**src/rtl/tk_pkg.sv**
```systemverilog
package tk_pkg;
    localparam int unsigned TK_A_CTRL  = 'h00;
    localparam int unsigned TK_A_WLO   = 'h10;
    localparam int unsigned TK_A_WHI   = 'h14;
    localparam int unsigned TK_A_RLO   = 'h24;
    localparam int unsigned TK_A_RHI   = 'h28;
    localparam int unsigned TK_A_SLO   = 'h30;
    localparam int unsigned TK_A_SHI   = 'h34;
    localparam int unsigned TK_A_TRIG  = 'h38;

    localparam int unsigned TK_B_ARM     = 0;
    localparam int unsigned TK_B_BASE_WR = 1;
    localparam int unsigned TK_B_BASE_RD = 2;
    localparam int unsigned TK_B_CNT_RST = 3;
    localparam int unsigned TK_B_F0_WR   = 5;
    localparam int unsigned TK_B_F1_WR   = 6;
    localparam int unsigned TK_B_F0_RD   = 7;
    localparam int unsigned TK_B_F1_RD   = 8;

    typedef struct packed {
        logic cnt_arm;
        logic base_wr;
        logic base_rd;
        logic cnt_rst;
        logic f0_wr;
        logic f1_wr;
        logic f0_rd;
        logic f1_rd;
    } tk_cmd_t;
endpackage

```
**src/rtl/tk_regs.sv**
```systemverilog
module tk_regs
    import tk_pkg::*;
#(
    parameter int unsigned HALF_W = 16,
    parameter int unsigned ADDR_W = 8
) (
    input  logic                clk,
    input  logic                rst_n,
    input  logic                wr_en,
    input  logic [ADDR_W-1:0]   wr_addr,
    input  logic [HALF_W-1:0]   wr_data,
    input  logic [ADDR_W-1:0]   rd_addr,
    output logic [HALF_W-1:0]   rd_data,
    input  logic [2*HALF_W-1:0] rdata_val,
    input  logic [2*HALF_W-1:0] snap_val,
    output logic [HALF_W-1:0]   ctrl,
    output logic [2*HALF_W-1:0] wdata,
    output logic                trig
);
    typedef struct packed {
        logic [HALF_W-1:0] ctrl;
        logic [HALF_W-1:0] wlo;
        logic [HALF_W-1:0] whi;
    } regs_t;

    regs_t st_d, st_q;

    always_comb begin
        st_d = st_q;
        trig = 1'b0;
        if (wr_en) begin
            if (wr_addr == ADDR_W'(TK_A_CTRL)) st_d.ctrl = wr_data;
            if (wr_addr == ADDR_W'(TK_A_WLO))  st_d.wlo  = wr_data;
            if (wr_addr == ADDR_W'(TK_A_WHI))  st_d.whi  = wr_data;
            if (wr_addr == ADDR_W'(TK_A_TRIG)) trig      = wr_data[0];
        end
    end

    always_ff @(posedge clk or negedge rst_n) begin
        if (!rst_n) st_q <= '0;
        else        st_q <= st_d;
    end

    always_comb begin
        rd_data = '0;
        if (rd_addr == ADDR_W'(TK_A_CTRL)) rd_data = st_q.ctrl;
        if (rd_addr == ADDR_W'(TK_A_WLO))  rd_data = st_q.wlo;
        if (rd_addr == ADDR_W'(TK_A_WHI))  rd_data = st_q.whi;
        if (rd_addr == ADDR_W'(TK_A_RLO))  rd_data = rdata_val[HALF_W-1:0];
        if (rd_addr == ADDR_W'(TK_A_RHI))  rd_data = rdata_val[2*HALF_W-1:HALF_W];
        if (rd_addr == ADDR_W'(TK_A_SLO))  rd_data = snap_val[HALF_W-1:0];
        if (rd_addr == ADDR_W'(TK_A_SHI))  rd_data = snap_val[2*HALF_W-1:HALF_W];
    end

    assign ctrl  = st_q.ctrl;
    assign wdata = {st_q.whi, st_q.wlo};

    // a write to the control offset is visible in the control register next cycle
    p_ctrl_write_r2: assert property (@(posedge clk) disable iff (!rst_n)
        (wr_en && wr_addr == ADDR_W'(TK_A_CTRL)) |=> (ctrl == $past(wr_data)));
endmodule

```
**src/rtl/tk_cmd.sv**
```systemverilog
module tk_cmd
    import tk_pkg::*;
#(
    parameter int unsigned HALF_W = 16
) (
    input  logic              clk,
    input  logic              rst_n,
    input  logic              iso_en,
    input  logic [HALF_W-1:0] ctrl,
    output tk_cmd_t           cmd,
    output logic              fire
);
    typedef struct packed {
        logic iso_prev;
    } edge_t;

    edge_t st_d, st_q;

    always_comb begin
        st_d          = st_q;
        st_d.iso_prev = iso_en;
        fire          = iso_en && !st_q.iso_prev;
        cmd           = '0;
        if (fire) begin
            cmd.cnt_arm = ctrl[TK_B_ARM];
            cmd.base_wr = ctrl[TK_B_BASE_WR];
            cmd.base_rd = ctrl[TK_B_BASE_RD];
            cmd.cnt_rst = ctrl[TK_B_CNT_RST];
            cmd.f0_wr   = ctrl[TK_B_F0_WR];
            cmd.f1_wr   = ctrl[TK_B_F1_WR];
            cmd.f0_rd   = ctrl[TK_B_F0_RD];
            cmd.f1_rd   = ctrl[TK_B_F1_RD];
        end
    end

    always_ff @(posedge clk or negedge rst_n) begin
        if (!rst_n) st_q <= '0;
        else        st_q <= st_d;
    end

    logic unused_ctrl_bits;
    assign unused_ctrl_bits = ^{ctrl[HALF_W-1:TK_B_F1_RD+1], ctrl[4]};

    // one commit per rising edge, never on two cycles in a row
    p_once_per_pulse_r3: assert property (@(posedge clk) disable iff (!rst_n)
        fire |=> !fire);
endmodule

```
**src/rtl/tk_core.sv**
```systemverilog
module tk_core
    import tk_pkg::*;
#(
    parameter int unsigned TIME_W = 32
) (
    input  logic              clk,
    input  logic              rst_n,
    input  tk_cmd_t           cmd,
    input  logic [TIME_W-1:0] wdata,
    input  logic              tick,
    input  logic              trig,
    output logic [TIME_W-1:0] rdata_val,
    output logic [TIME_W-1:0] snap_val,
    output logic [TIME_W-1:0] now_sec
);
    localparam int unsigned NFLAG = 2;

    typedef struct packed {
        logic [TIME_W-1:0]            base;
        logic [TIME_W-1:0]            cnt;
        logic [NFLAG-1:0][TIME_W-1:0] flag;
        logic [TIME_W-1:0]            rdat;
        logic [TIME_W-1:0]            snap;
        logic                         armed;
    } core_t;

    core_t st_d, st_q;
    logic [NFLAG-1:0] flag_wr;
    logic [NFLAG-1:0] flag_rd;

    assign flag_wr = {cmd.f1_wr, cmd.f0_wr};
    assign flag_rd = {cmd.f1_rd, cmd.f0_rd};

    always_comb begin
        st_d = st_q;

        if (cmd.cnt_rst)   st_d.cnt = '0;
        else if (tick)     st_d.cnt = st_q.cnt + TIME_W'(1);

        if (cmd.base_wr)   st_d.base = wdata;

        for (int i = 0; i < NFLAG; i++) begin
            if (flag_wr[i]) st_d.flag[i] = wdata;
        end

        // copy priority: base, then lowest-numbered flag
        if (cmd.base_rd) begin
            st_d.rdat = st_q.base;
        end else begin
            for (int i = NFLAG - 1; i >= 0; i--) begin
                if (flag_rd[i]) st_d.rdat = st_q.flag[i];
            end
        end

        if (trig && st_q.armed) begin
            st_d.snap  = st_q.cnt;
            st_d.armed = 1'b0;
        end
        if (cmd.cnt_arm) st_d.armed = 1'b1;
    end

    always_ff @(posedge clk or negedge rst_n) begin
        if (!rst_n) st_q <= '0;
        else        st_q <= st_d;
    end

    assign rdata_val = st_q.rdat;
    assign snap_val  = st_q.snap;
    assign now_sec   = st_q.base + st_q.cnt;

    // counter steps by one per tick, wrapping
    p_cnt_step_r7: assert property (@(posedge clk) disable iff (!rst_n)
        (tick && !cmd.cnt_rst) |=> (st_q.cnt == TIME_W'($past(st_q.cnt) + TIME_W'(1))));
    // counter holds without a tick
    p_cnt_hold_r7: assert property (@(posedge clk) disable iff (!rst_n)
        (!tick && !cmd.cnt_rst) |=> $stable(st_q.cnt));
    // reset command clears the counter
    p_cnt_clear_r6: assert property (@(posedge clk) disable iff (!rst_n)
        cmd.cnt_rst |=> (st_q.cnt == '0));
    // base changes only on a committed base write
    p_base_hold_r4: assert property (@(posedge clk) disable iff (!rst_n)
        !cmd.base_wr |=> $stable(st_q.base));
    // snapshot changes only on an armed trigger
    p_snap_hold_r10: assert property (@(posedge clk) disable iff (!rst_n)
        !(trig && st_q.armed) |=> $stable(st_q.snap));
endmodule

```
**src/rtl/tk_timekeeper.sv**
```systemverilog
module tk_timekeeper
    import tk_pkg::*;
#(
    parameter int unsigned HALF_W = 16,
    parameter int unsigned ADDR_W = 8,
    localparam int unsigned TIME_W = 2 * HALF_W
) (
    input  logic              clk,
    input  logic              rst_n,
    input  logic              wr_en,
    input  logic [ADDR_W-1:0] wr_addr,
    input  logic [HALF_W-1:0] wr_data,
    input  logic [ADDR_W-1:0] rd_addr,
    output logic [HALF_W-1:0] rd_data,
    input  logic              iso_en,
    input  logic              sec_tick,
    output logic [TIME_W-1:0] now_sec
);
    logic [HALF_W-1:0] ctrl;
    logic [TIME_W-1:0] wdata;
    logic [TIME_W-1:0] rdata_val;
    logic [TIME_W-1:0] snap_val;
    logic              trig;
    logic              fire;
    tk_cmd_t           cmd;

    tk_regs #(.HALF_W(HALF_W), .ADDR_W(ADDR_W)) i_regs (
        .clk      (clk),
        .rst_n    (rst_n),
        .wr_en    (wr_en),
        .wr_addr  (wr_addr),
        .wr_data  (wr_data),
        .rd_addr  (rd_addr),
        .rd_data  (rd_data),
        .rdata_val(rdata_val),
        .snap_val (snap_val),
        .ctrl     (ctrl),
        .wdata    (wdata),
        .trig     (trig)
    );

    tk_cmd #(.HALF_W(HALF_W)) i_cmd (
        .clk   (clk),
        .rst_n (rst_n),
        .iso_en(iso_en),
        .ctrl  (ctrl),
        .cmd   (cmd),
        .fire  (fire)
    );

    tk_core #(.TIME_W(TIME_W)) i_core (
        .clk      (clk),
        .rst_n    (rst_n),
        .cmd      (cmd),
        .wdata    (wdata),
        .tick     (sec_tick),
        .trig     (trig),
        .rdata_val(rdata_val),
        .snap_val (snap_val),
        .now_sec  (now_sec)
    );

    // without a rising enable edge no command reaches the core
    p_no_cmd_without_edge_r3: assert property (@(posedge clk) disable iff (!rst_n)
        !fire |-> (cmd == '0));
endmodule

```
**config.mk**
```make
export PLATFORM = sky130hd
export DESIGN_NAME = tk_timekeeper
export DESIGN_NICKNAME = d
export VERILOG_FILES = /design/src/rtl/tk_pkg.sv /design/src/rtl/tk_regs.sv /design/src/rtl/tk_cmd.sv /design/src/rtl/tk_core.sv /design/src/rtl/tk_timekeeper.sv
export SDC_FILE = /design/constraint.sdc
export NUM_CORES = 1
export LEC_CHECK = 0
export BUFFER_PORTS_ARGS = -buffer_cell sky130_fd_sc_hd__buf_2
export CAP_MARGIN = 20
export CORE_MARGIN = 8
export CORE_UTILIZATION = 61
export CTS_CLUSTER_SIZE = 16
export DETAILED_ROUTE_END_ITERATION = 10
export GPL_ROUTABILITY_DRIVEN = 1
export GPL_TIMING_DRIVEN = 0
export PLACE_DENSITY = 0.87
export SLEW_MARGIN = 20
export SYNTH_ARGS = -nofsm -noshare
export SYNTH_HDL_FRONTEND = slang
export SYNTH_SLANG_ARGS = --single-unit
```
**constraint.sdc**
```tcl
create_clock -name clk -period 3.5 [get_ports clk]
set_clock_uncertainty 0.05 [all_clocks]
set_input_delay 0.35 -clock clk [delete_from_list [all_inputs] [get_ports clk]]
set_output_delay 0.35 -clock clk [all_outputs]
set_load 0.03 [all_outputs]
```
==> results of run 1 <==
per-stage QoR:
step | area (um^2) | setup WS [ns] | utilization (%)
2_1_floorplan | 12500 | 0.338 | -
3_3_place_gp | 13200 | -2.09 | 65.5
3_5_place_dp | 13300 | -0.0783 | 65.8
4_1_cts | 14500 | -0.0719 | 72.0
5_1_grt | 14800 | -0.158 | 73.5
6_report | 14800 | -0.0426 | 73.5
power breakdown:
part / internal [mW] / total (mW) / switching (mW)
sequential: 2.90 / 3.03 / 0.135
clock: 1.79 / 2.93 / 1.14
combinational: 0.302 / 0.780 / 0.478
state kept, by name (all words and copies together) (netlist names):
register / flops
i_cmd.st_q: 1
i_core.rdata_val: 32
i_regs.wdata: 32
i_regs.ctrl: 16
i_core.snap_val: 32
i_core.st_q: 129
cells in the mapped netlist, types with 3 or more instances:
| master | number |
|---|---|
| dfrtp_1 | 242 |
| mux2_2 | 164 |
| nand2_1 | 146 |
| a21oi_1 | 115 |
| o21ai_0 | 83 |
| nor2_1 | 68 |
| nand3_1 | 48 |
| clkbuf_1 | 35 |
| ha_1 | 32 |
| xnor2_1 | 30 |
| xor2_1 | 22 |
| buf_1 | 16 |
| inv_1 | 16 |
| a221oi_1 | 15 |
| nand4_1 | 14 |
| a22oi_1 | 12 |
| buf_2 | 10 |
| mux2_4 | 10 |
| or3_1 | 10 |
| and3_1 | 9 |
| a31oi_1 | 8 |
| nor3_1 | 8 |
| a21o_1 | 7 |
| o21bai_1 | 6 |
| nor2b_1 | 5 |
| o21a_1 | 5 |
| and2_1 | 4 |
| nand2b_1 | 4 |
| o21ai_1 | 3 |
| o22ai_1 | 3 |
| o31ai_1 | 3 |
worst max path at each step:
| stage | end | depth (start not counted) |
|---|---|---|
| 6_report | now_sec[31] | 11 |
| 3_3_place_gp | i_core.st_q[126] | 1 |
| 5_1_grt | now_sec[30] | 11 |
| 3_5_place_dp | now_sec[28] | 12 |
| 4_1_cts | now_sec[28] | 12 |
| 2_1_floorplan | now_sec[28] | 11 |
placed cells by master (no fill, tap or decap), types with 10 or more instances in the layout:
cell type | synthesis | final
ha_4 | 0 | 10
a21oi_1 | 115 | 109
dfrtp_1 | 242 | 226
nand2_1 | 146 | 146
buf_1 | 16 | 16
nand4_1 | 14 | 14
xor2_1 | 22 | 22
a22oi_1 | 12 | 12
nand3_1 | 48 | 48
mux2_4 | 10 | 10
o21ai_0 | 83 | 80
ha_1 | 32 | 19
buf_4 | 0 | 41
nor2_1 | 68 | 68
clkbuf_1 | 35 | 40
xnor2_1 | 30 | 30
buf_2 | 10 | 83
dfrtp_2 | 0 | 16
clkbuf_16 | 0 | 27
or3_1 | 10 | 10
mux2_2 | 164 | 164
inv_1 | 16 | 15
a221oi_1 | 15 | 14
cells by family after synthesis:
family | count (synthesis)
compound gates | 281
xor+xnor | 52
fa+ha+maj | 33
buf+inv | 80
flops | 242
mux | 175
simple gates | 333
per-layer routing:
| metal | vias to the layer above | track usage [%] |
|---|---|---|
| li1 | 4591 | - |
| met1 | 5211 | 38.6 |
| met5 | - | 0 |
| met3 | 132 | 5.53 |
| met2 | 638 | 46.7 |
| met4 | 0 | 14.3 |
worst max-delay path: stages, from the launching register on:
cell and delay (ns):
dfrtp_1 0.46, ha_4 0.33, nand4_1 0.19, nor2_1 0.16, o211ai_1 0.21, a21oi_2 0.22
buf_6 0.14, a31oi_4 0.14, o311ai_4 0.32, a21oi_2 0.10, xnor2_1 0.17, buf_4 0.19
timing repair:
action                                 in CTS  in global routing
pin swaps                                  22                 23
setup buffers                              15                 21
endpoints found under the hold margin      87                  0
hold buffers                                2                  0
setup endpoints to repair                  12                 23
resized for setup                          46                 38
cell type report:
class,instances,area [um^2],share of cell area [%]
Multi-Input combinational cell,874,6360,43.0
Sequential cell,242,6080,41.0
Timing Repair Buffer,123,798,5.39
Clock buffer,36,749,5.06
Tap cell,270,338,2.28
Buffer,62,268,1.81
Clock inverter,11,161,1.09
Inverter,16,60.1,0.405
==> metrics.csv, run 1 <==
stage,metric,value,unit
synthesis,number of synthesized register bits,242,
critical_path,Worst setup EP type,output port,
sta,"Slew Viols, Final",0,
synthesis,multiplexer area fraction after synthesis,16.1,%
finish,area grow syn2layout,19.0,%
synthesis,"EDFF count, synth",0,
clock_network,CTS tree,built,
routing,final wirelength,38800,um
floorplanning,die area,25200,um^2
clock_network,# clock sinks,242,
synthesis,top-area cell type share of the netlist area,48.6,%
synthesis,Yosys top cell by area,dfrtp_1,
finish,layout cells sized above 1,30.6,%
floorplanning,core area,20200,um^2
sta,hold slack,0.0326,ns
hold_path,Min-Delay Endpoint,i_regs.wdata[17],
finish,antenna cells,0,
run_status,outcome,"complete, but fails checks",
floorplanning,initial core utilization,61.7,%
routing,vias after detailed routing,10600,
floorplanning,num ports,85,
synthesis,Synth Flop Type,dfrtp_1,
grt,GRT Total Usage,29.5,%
routing,Iter 0 DRT Violations,1026,
sta,setup slack after layout,-0.0426,ns
routing,Residual DRC,0,
synthesis,syn_area_per_cell,10.4,um^2
critical_path,worst r2r src,i_cmd.st_q,
critical_path,Critical Path RT,3.10,ns
sta,slew margin rel.,34.1,%
synthesis,Post-synth ARST share,100,%
synthesis,area of the mapped netlist,12500,um^2
sta,setup TNS,-0.0677,ns
synthesis,Mapped Nets,1266,
synthesis,largest family of logic cells by synthesized area,multiplexers,
routing,drt first pass iters,8,
floorplanning,Site Rows,52,
routing,met1 wire length,15300,um
synthesis,post-synthesis xor/xnor area fraction,3.66,%
synthesis,Post-Synth Adder-Cell Area,3.38,%
hold_path,Hold Crit Class,input port to flop,
synthesis,Synth Instances,1196,
routing,Antenna Nets Post-Route,0,
grt,initial antenna violation count,0,
flow_run,Max Cap Viol,0,
critical_path,WP data arrival,3.14,ns
clock_network,CTS buffer count,26,
hold_path,Hold Path Depth,2,
sta,Tmin final,3.54,ns
clock_network,H-tree Lvls,1,
routing,Avg WL per Cell,23.8,um
sta,worst slew pin tran,0.984,ns
floorplanning,width of the chip,159,um
power_and_ir_drop,Worst VDD drop,408,uV
clock_network,CTS root buf,clkbuf_16,
routing,Via-to-Cell Ratio,6.47,
critical_path,Critical Path Start Type,flop,
critical_path,R2R Path End,i_core.rdata_val[20],
grt,first-pass GRT wire length,59700,um
synthesis,"Distinct cells, synth",66,
critical_path,R2R depth,8,
grt,global route overflow,0,
placement,# port buffers,83,
power_and_ir_drop,pwr/cell area,455,nW/um^2
placement,Final GP Congestion,0.977,
clock_network,Max clock buf depth,3,
synthesis,Synth Area in Compound Gates,13.2,%
grt,vias in the first global route,10600,
synthesis,Yosys warning count,0,
clock_network,clock slew seen by the registers of the worst setup and hold paths,0.06,ns
routing,DR top layer,met4,
sta,RSZ-0062 raised after global routing,true,
routing,met3 routed WL,3540,um
finish,Filler Cells Inserted,1354,
sta,# setup viols final,3,
finish,final net count,1415,
finish,Finished Layout Cells,1634,
synthesis,Synth Area in Simple Gates,12.3,%
placement,Placed Cells,1551,
critical_path,"Max FO, Critical Path",4,
hold_path,hold path start,wr_data[1],
critical_path,reg2reg setup slack,1.02,ns
placement,DP HPWL,26900,um
critical_path,kind of critical path,flop to output port,
sta,maximum clock frequency,282,MHz
critical_path,CP Launch Point,i_core.st_q[166],
sta,fin crit share,101,%
floorplanning,die height,159,um
power_and_ir_drop,leak pwr,7.08,nW
grt,largest net degree at the start of global routing,89,
clock_network,Skew-Pair Late Insertion Delay,0.53,ns
sta,final hold viol count,0,
run_status,failing checks,negative setup slack,
power_and_ir_drop,Final Total Pwr,6.74,mW
synthesis,"Seq/Total Area, Yosys",48.6,%
synthesis,largest cells by area after synthesis,"dfrtp_1 49%, mux2_2 15%, a21oi_1 4.6%",
routing,Met2 Wirelength,18000,um
No activity file was read; power rests on OpenSTA's default activity.
==> inputs of run 2 (changes only) <==
--- a/config.mk
+++ b/config.mk
@@ -8,13 +8,12 @@
 export BUFFER_PORTS_ARGS = -buffer_cell sky130_fd_sc_hd__buf_2
 export CAP_MARGIN = 20
 export CORE_MARGIN = 8
-export CORE_UTILIZATION = 61
+export CORE_UTILIZATION = 66
 export CTS_CLUSTER_SIZE = 16
 export DETAILED_ROUTE_END_ITERATION = 10
 export GPL_ROUTABILITY_DRIVEN = 1
 export GPL_TIMING_DRIVEN = 0
-export PLACE_DENSITY = 0.87
-export SLEW_MARGIN = 20
+export PLACE_DENSITY = 0.93
 export SYNTH_ARGS = -nofsm -noshare
 export SYNTH_HDL_FRONTEND = slang
 export SYNTH_SLANG_ARGS = --single-unit
==> constraint.sdc (replaced) <==
create_clock -name clk -period 4.2 [get_ports clk]
set_clock_uncertainty 0.05 [all_clocks]
set_input_delay 0.42 -clock clk [delete_from_list [all_inputs] [get_ports clk]]
set_output_delay 0.42 -clock clk [all_outputs]
set_load 0.03 [all_outputs]
==> run 2 against run 1 <==
  * The run now ends clean
  * Critical path depth down 1
  * Combinational power fell by 32%
  * Core utilization grew 2.7 points
  * Global-route usage is 2.6 points higher
  * Sequential power fell by 17%
  * Non-clock buffer count down 31
  * Worst setup slack improved by 0.20 ns
  * Worst hold slack gained 0.071 ns
  * Final cell count down 4.1%
  * Die area shrank 6.8%
  * Final area down 4.2%
  * Clock power shrank 17%
==> metrics.csv, run 2 (same netlist as run 1, synthesis figures left out) <==
stage,metric,value,unit
critical_path,CP peak stage delay,0.53,ns
floorplanning,initial core utilization,66.8,%
power_and_ir_drop,pwr/cell area,386,nW/um^2
routing,vias after detailed routing,10600,
grt,initial antenna violation count,1,
floorplanning,die area,23500,um^2
floorplanning,die height,153,um
grt,first-pass GRT wire length,59700,um
routing,Antenna Nets Post-Route,0,
grt,global route overflow,0,
critical_path,kind of critical path,flop to output port,
finish,final net count,1383,
clock_network,clock slew seen by the registers of the worst setup and hold paths,0.06,ns
critical_path,Worst setup EP type,output port,
placement,Final GP Congestion,1.01,
critical_path,Worst path slowest cell,a311oi_1,
finish,Biggest register,i_core.st_q,
clock_network,CTS tree,built,
grt,vias in the first global route,10800,
clock_network,Max clock buf depth,3,
clock_network,# clock sinks,242,
grt,GRT Total Usage,32.1,%
critical_path,Critical Path Start Type,flop,
clock_network,H-tree Lvls,1,
floorplanning,width of the chip,153,um
flow_run,Max Cap Viol,0,
sta,# setup viols final,0,
sta,Tmin final,4.05,ns
routing,Via-to-Cell Ratio,6.78,
floorplanning,core area,18600,um^2
critical_path,WP data arrival,3.58,ns
critical_path,worst r2r src,i_cmd.st_q,
sta,"Slew Viols, Final",0,
critical_path,CP Launch Point,i_core.st_q[137],
routing,drt first pass iters,5,
power_and_ir_drop,Worst VDD drop,320,uV
placement,# port buffers,83,
critical_path,"Max FO, Critical Path",6,
sta,maximum clock frequency,247,MHz
sta,final hold viol count,0,
sta,slew margin rel.,31.1,%
placement,DP HPWL,27000,um
floorplanning,num ports,85,
routing,Avg WL per Cell,24.3,um
routing,Residual DRC,0,
sta,setup TNS,0,ns
finish,"most common cell after layout, fill and taps aside",dfrtp_1,
critical_path,Critical Path RT,3.73,ns
hold_path,Hold Crit Class,input port to flop,
clock_network,CTS buffer count,25,
grt,largest net degree at the start of global routing,89,
finish,area grow syn2layout,13.9,%
sta,fin crit share,96.3,%
run_status,outcome,completed,
floorplanning,Site Rows,50,
finish,most frequent cells in the layout,"241 x dfrtp_1, 164 x mux2_2, 146 x nand2_1",
routing,Iter 0 DRT Violations,1260,
clock_network,Skew-Pair Late Insertion Delay,0.54,ns
finish,max FFs per register,129,
hold_path,hold path start,wr_data[3],
sta,worst slew pin tran,1.02,ns
power_and_ir_drop,leak pwr,6.92,nW
clock_network,CTS root buf,clkbuf_16,
finish,layout cells sized above 1,25.5,%
critical_path,"Top cell by count, worst path",a21oi_1,
routing,final wirelength,38100,um
sta,RSZ-0062 raised after global routing,false,
finish,final core utilization,76.1,%
critical_path,"Critical Path, Cell by Cell",ha_1 -> a21oi_1 -> a21oi_1 -> a311oi_1 -> a211oi_2 -> o21bai_1 -> a41oi_2 -> a31oi_1 -> xnor2_1 -> buf_2,
-- run 2: cell count changes in the layout (fill, tap and decap cells not counted), moves of 9 or more --
cell | before | now
dfrtp_1 | 226 | 241
dfrtp_2 | 16 | 1
buf_2 | 83 | 92
ha_1 | 19 | 32
ha_4 | 10 | 0
buf_4 | 41 | 3
-- run 2: final timing paths --
check,slack (ns),cells past startpoint,endpoint
max,0.15,10,now_sec[28]
min,0.10,2,i_regs.wdata[19]
max reg2reg,1.53,8,i_core.rdata_val[27]
min reg2reg,0.44,2,i_core.rdata_val[11]
max in group asynchronous,2.50,4,i_core.st_q[118]
min in group asynchronous,0.37,2,i_core.st_q[137]
-- run 2: area by class of cell --
class | instances | area [um^2]
multi-input combinational | 874 | 6080
sequential | 242 | 6060
fill | 1132 | 4450
clock buffer | 30 | 684
timing repair buffer | 90 | 523
tap | 234 | 293
buffer | 64 | 278
clock inverter | 16 | 215
inverter | 16 | 60.1
antenna | 1 | 2.50
-- run 2: per-stage QoR --
step | instances | power [mW] | area [um^2] | hold WS [ns] | setup slack, ns
floorplan | 1196 | 2.85 | 12500 | 0.0744 | 0.968
global placement | 1513 | 3.05 | 13200 | 0.411 | -1.42
detailed placement | 1516 | 3.08 | 13200 | 0.356 | 0.446
CTS | 1564 | 5.47 | 14200 | 0.0992 | 0.0142
global route | 1566 | 5.63 | 14200 | 0.109 | 0.0251
finish | 1567 | 5.48 | 14200 | 0.103 | 0.153
-- run 2: what timing repair did --
item,in CTS,in global routing
pin swaps,0,2
hold buffers,2,0
hold endpoints to repair,70,0
setup buffers,0,2
gates resized for setup,1,3
setup endpoints to repair,1,2
-- run 2: power breakdown --
| part | total [mW] | internal (mW) | leakage, nW | switching, mW |
|---|---|---|---|---|
| combinational | 0.528 | 0.185 | 3.12 | 0.344 |
| clock | 2.42 | 1.47 | 0.449 | 0.953 |
| sequential | 2.53 | 2.41 | 3.35 | 0.122 |
-- run 2: routing by layer --
metal / global-route usage (%) / vias up / part of all wire [%]
met5: 0 / - / 0.047
met3: 8.37 / 198 / 11
met2: 51.3 / 764 / 46
li1: - / 4543 / -
met1: 39.5 / 5123 / 37
met4: 17.4 / 2 / 6.2
-- run 2: worst max-delay path, delay by kind of cell (launching register included) --
| kind | cells | cell delay [ns] |
|---|---|---|
| xor+xnor | 1 | 0.15 |
| flops | 1 | 0.46 |
| fa+ha+maj | 1 | 0.41 |
| buf+inv | 1 | 0.22 |
| compound gates | 7 | 1.82 |
==> inputs of run 3 (changes only) <==
--- a/config.mk
+++ b/config.mk
@@ -8,12 +8,12 @@
 export BUFFER_PORTS_ARGS = -buffer_cell sky130_fd_sc_hd__buf_2
 export CAP_MARGIN = 20
 export CORE_MARGIN = 8
-export CORE_UTILIZATION = 66
+export CORE_UTILIZATION = 30
 export CTS_CLUSTER_SIZE = 16
 export DETAILED_ROUTE_END_ITERATION = 10
 export GPL_ROUTABILITY_DRIVEN = 1
 export GPL_TIMING_DRIVEN = 0
-export PLACE_DENSITY = 0.93
+export PLACE_DENSITY = 0.52
 export SYNTH_ARGS = -nofsm -noshare
 export SYNTH_HDL_FRONTEND = slang
 export SYNTH_SLANG_ARGS = --single-unit
==> run 3 against run 2 <==
  * Total power up 5.2%
  * Register-to-register slack gained 0.14 ns
  * Routed wire length increased by 6.5%
  * Worst setup slack worse by 0.014 ns
  * Sequential share of layout area is 1.5 points lower
  * Core utilization fell by 40 points
  * Global-route usage fell by 16 points
  * Clock power up 12%
  * Flip-flop and latch count stayed put
  * Sequential power barely moved
  * Critical path type unchanged
==> metrics.csv, run 3 (same netlist as run 1, synthesis figures left out) <==
stage,metric,value,unit
finish,final core utilization,35.9,%
grt,largest net degree at the start of global routing,123,
critical_path,reg2reg setup slack,1.67,ns
run_status,outcome,completed,
sta,slew margin rel.,21.2,%
power_and_ir_drop,Int Power,4.30,mW
finish,most frequent cells in the layout,"241 x dfrtp_1, 164 x mux2_2, 146 x nand2_1",
finish,antenna cells,0,
routing,Iter 0 DRT Violations,1007,
sta,Tmin final,4.06,ns
placement,"Cell Area, Placed",13600,um^2
finish,Filler Cells Inserted,4183,
power_and_ir_drop,Clk pwr share,46.9,%
hold_path,Hold Crit Class,input port to flop,
floorplanning,die area,48300,um^2
power_and_ir_drop,pwr/cell area,392,nW/um^2
finish,area grow syn2layout,18.1,%
placement,Final GP Congestion,0.929,
placement,# port buffers,83,
grt,first-pass GRT wire length,61200,um
critical_path,WP data arrival,3.59,ns
critical_path,kind of critical path,flop to output port,
routing,drt first pass iters,5,
routing,Via-to-Cell Ratio,5.20,
clock_network,Skew-Pair Late Insertion Delay,0.57,ns
power_and_ir_drop,switching power,1.47,mW
clock_network,clock slew seen by the registers of the worst setup and hold paths,0.06,ns
critical_path,Critical Path RT,3.73,ns
clock_network,CTS buffer count,28,
finish,Biggest register,i_core.st_q,
placement,DP HPWL,30700,um
finish,area taken by multi-input logic gates,6090,um^2
floorplanning,core area,40900,um^2
finish,layout cells sized above 1,25.5,%
sta,hold slack,0.0647,ns
power_and_ir_drop,Net Sw Frac,25.5,%
placement,worst slack at placement,0.310,ns
finish,Finished Layout Cells,1867,
floorplanning,die height,220,um
grt,GRT Total Usage,16.6,%
clock_network,CTS root buf,clkbuf_16,
sta,# setup viols final,0,
clock_network,# clock sinks,242,
critical_path,worst r2r src,i_regs.ctrl[3],
grt,vias in the first global route,9664,
routing,vias after detailed routing,9706,
power_and_ir_drop,Gate power share,9.1,%
routing,Antenna Nets Post-Route,0,
sta,worst slew pin tran,1.17,ns
power_and_ir_drop,leak pwr,6.97,nW
routing,Avg WL per Cell,21.8,um
placement,Placed Cells,1813,
floorplanning,initial core utilization,30.4,%
finish,Reg area,6060,um^2
critical_path,"Max FO, Critical Path",6,
routing,Residual DRC,0,
clock_network,H-tree Lvls,1,
finish,final net count,1385,
sta,fin crit share,96.7,%
sta,"Slew Viols, Final",0,
grt,initial antenna violation count,0,
critical_path,Worst setup EP type,output port,
finish,"most common cell after layout, fill and taps aside",dfrtp_1,
sta,final hold viol count,0,
critical_path,CP Launch Point,i_core.st_q[129],
floorplanning,Site Rows,74,
sta,setup TNS,0,ns
finish,Finished Cell Area,14700,um^2
flow_run,Max Cap Viol,0,
clock_network,CTS tree,built,
finish,max FFs per register,129,
routing,final wirelength,40600,um
grt,global route overflow,0,
hold_path,hold path start,wr_data[3],
floorplanning,width of the chip,220,um
clock_network,Max clock buf depth,3,
sta,maximum clock frequency,246,MHz
floorplanning,num ports,85,
sta,setup slack after layout,0.139,ns
critical_path,Critical Path Start Type,flop,
power_and_ir_drop,share of power burned in registers,43.9,%
sta,RSZ-0062 raised after global routing,true,
power_and_ir_drop,Worst VDD drop,309,uV
power_and_ir_drop,Final Total Pwr,5.77,mW
[run 3: worst paths after layout]
check / end / depth (start not counted)
worst max-delay path: now_sec[28] / 12
worst min-delay path: i_regs.wdata[19] / 2
worst max register to register: i_core.st_q[160] / 8
worst min register to register: i_core.snap_val[1] / 2
max in group asynchronous: i_core.st_q[80] / 4
min in group asynchronous: i_core.st_q[135] / 2
[run 3: final cells by class]
cell class | count | area share (%)
Buffer | 64 | 1.89
Inverter | 16 | 0.408
Sequential cell | 242 | 41.2
Clock buffer | 39 | 5.45
Tap cell | 532 | 4.53
Multi-Input combinational cell | 874 | 41.4
Clock inverter | 11 | 1.61
Timing Repair Buffer | 89 | 3.50
[run 3: timing repair]
action                                 in CTS  in global routing
buffers inserted                            0                  1
hold buffers                                2                  0
setup endpoints to repair                   1                  4
endpoints found under the hold margin      30                  0
resized for setup                           2                  8
pin swaps                                   1                  4
[run 3: power by group through the flow]
stage / registers, mW / clock network [mW] / logic [mW]
finish: 2.53 / 2.71 / 0.527
global route: 2.54 / 2.87 / 0.579
CTS: 2.53 / 2.77 / 0.537
detailed placement: 2.57 / 0 / 0.531
global placement: 2.57 / 0 / 0.518
floorplan: 2.51 / 0 / 0.336
[run 3: per-layer routing]
metal	track usage (%)	vias to the layer above	wire length, um
li1	-	4523	-
met1	24.0	4867	19500
met2	25.7	254	17900
met3	2.02	62	1960
met4	4.68	0	1220
met5	0	-	0
[run 3: critical path, cell delays in order (launching register included)]
cell and delay (ns):
dfrtp_2 0.42, ha_1 0.21, inv_1 0.06, fa_1 0.40, nor2b_1 0.16, o31a_1 0.25
o21ai_2 0.11, a211oi_2 0.31, o21bai_1 0.16, a41oi_2 0.30, a31oi_1 0.17, xnor2_1 0.28
buf_4 0.21
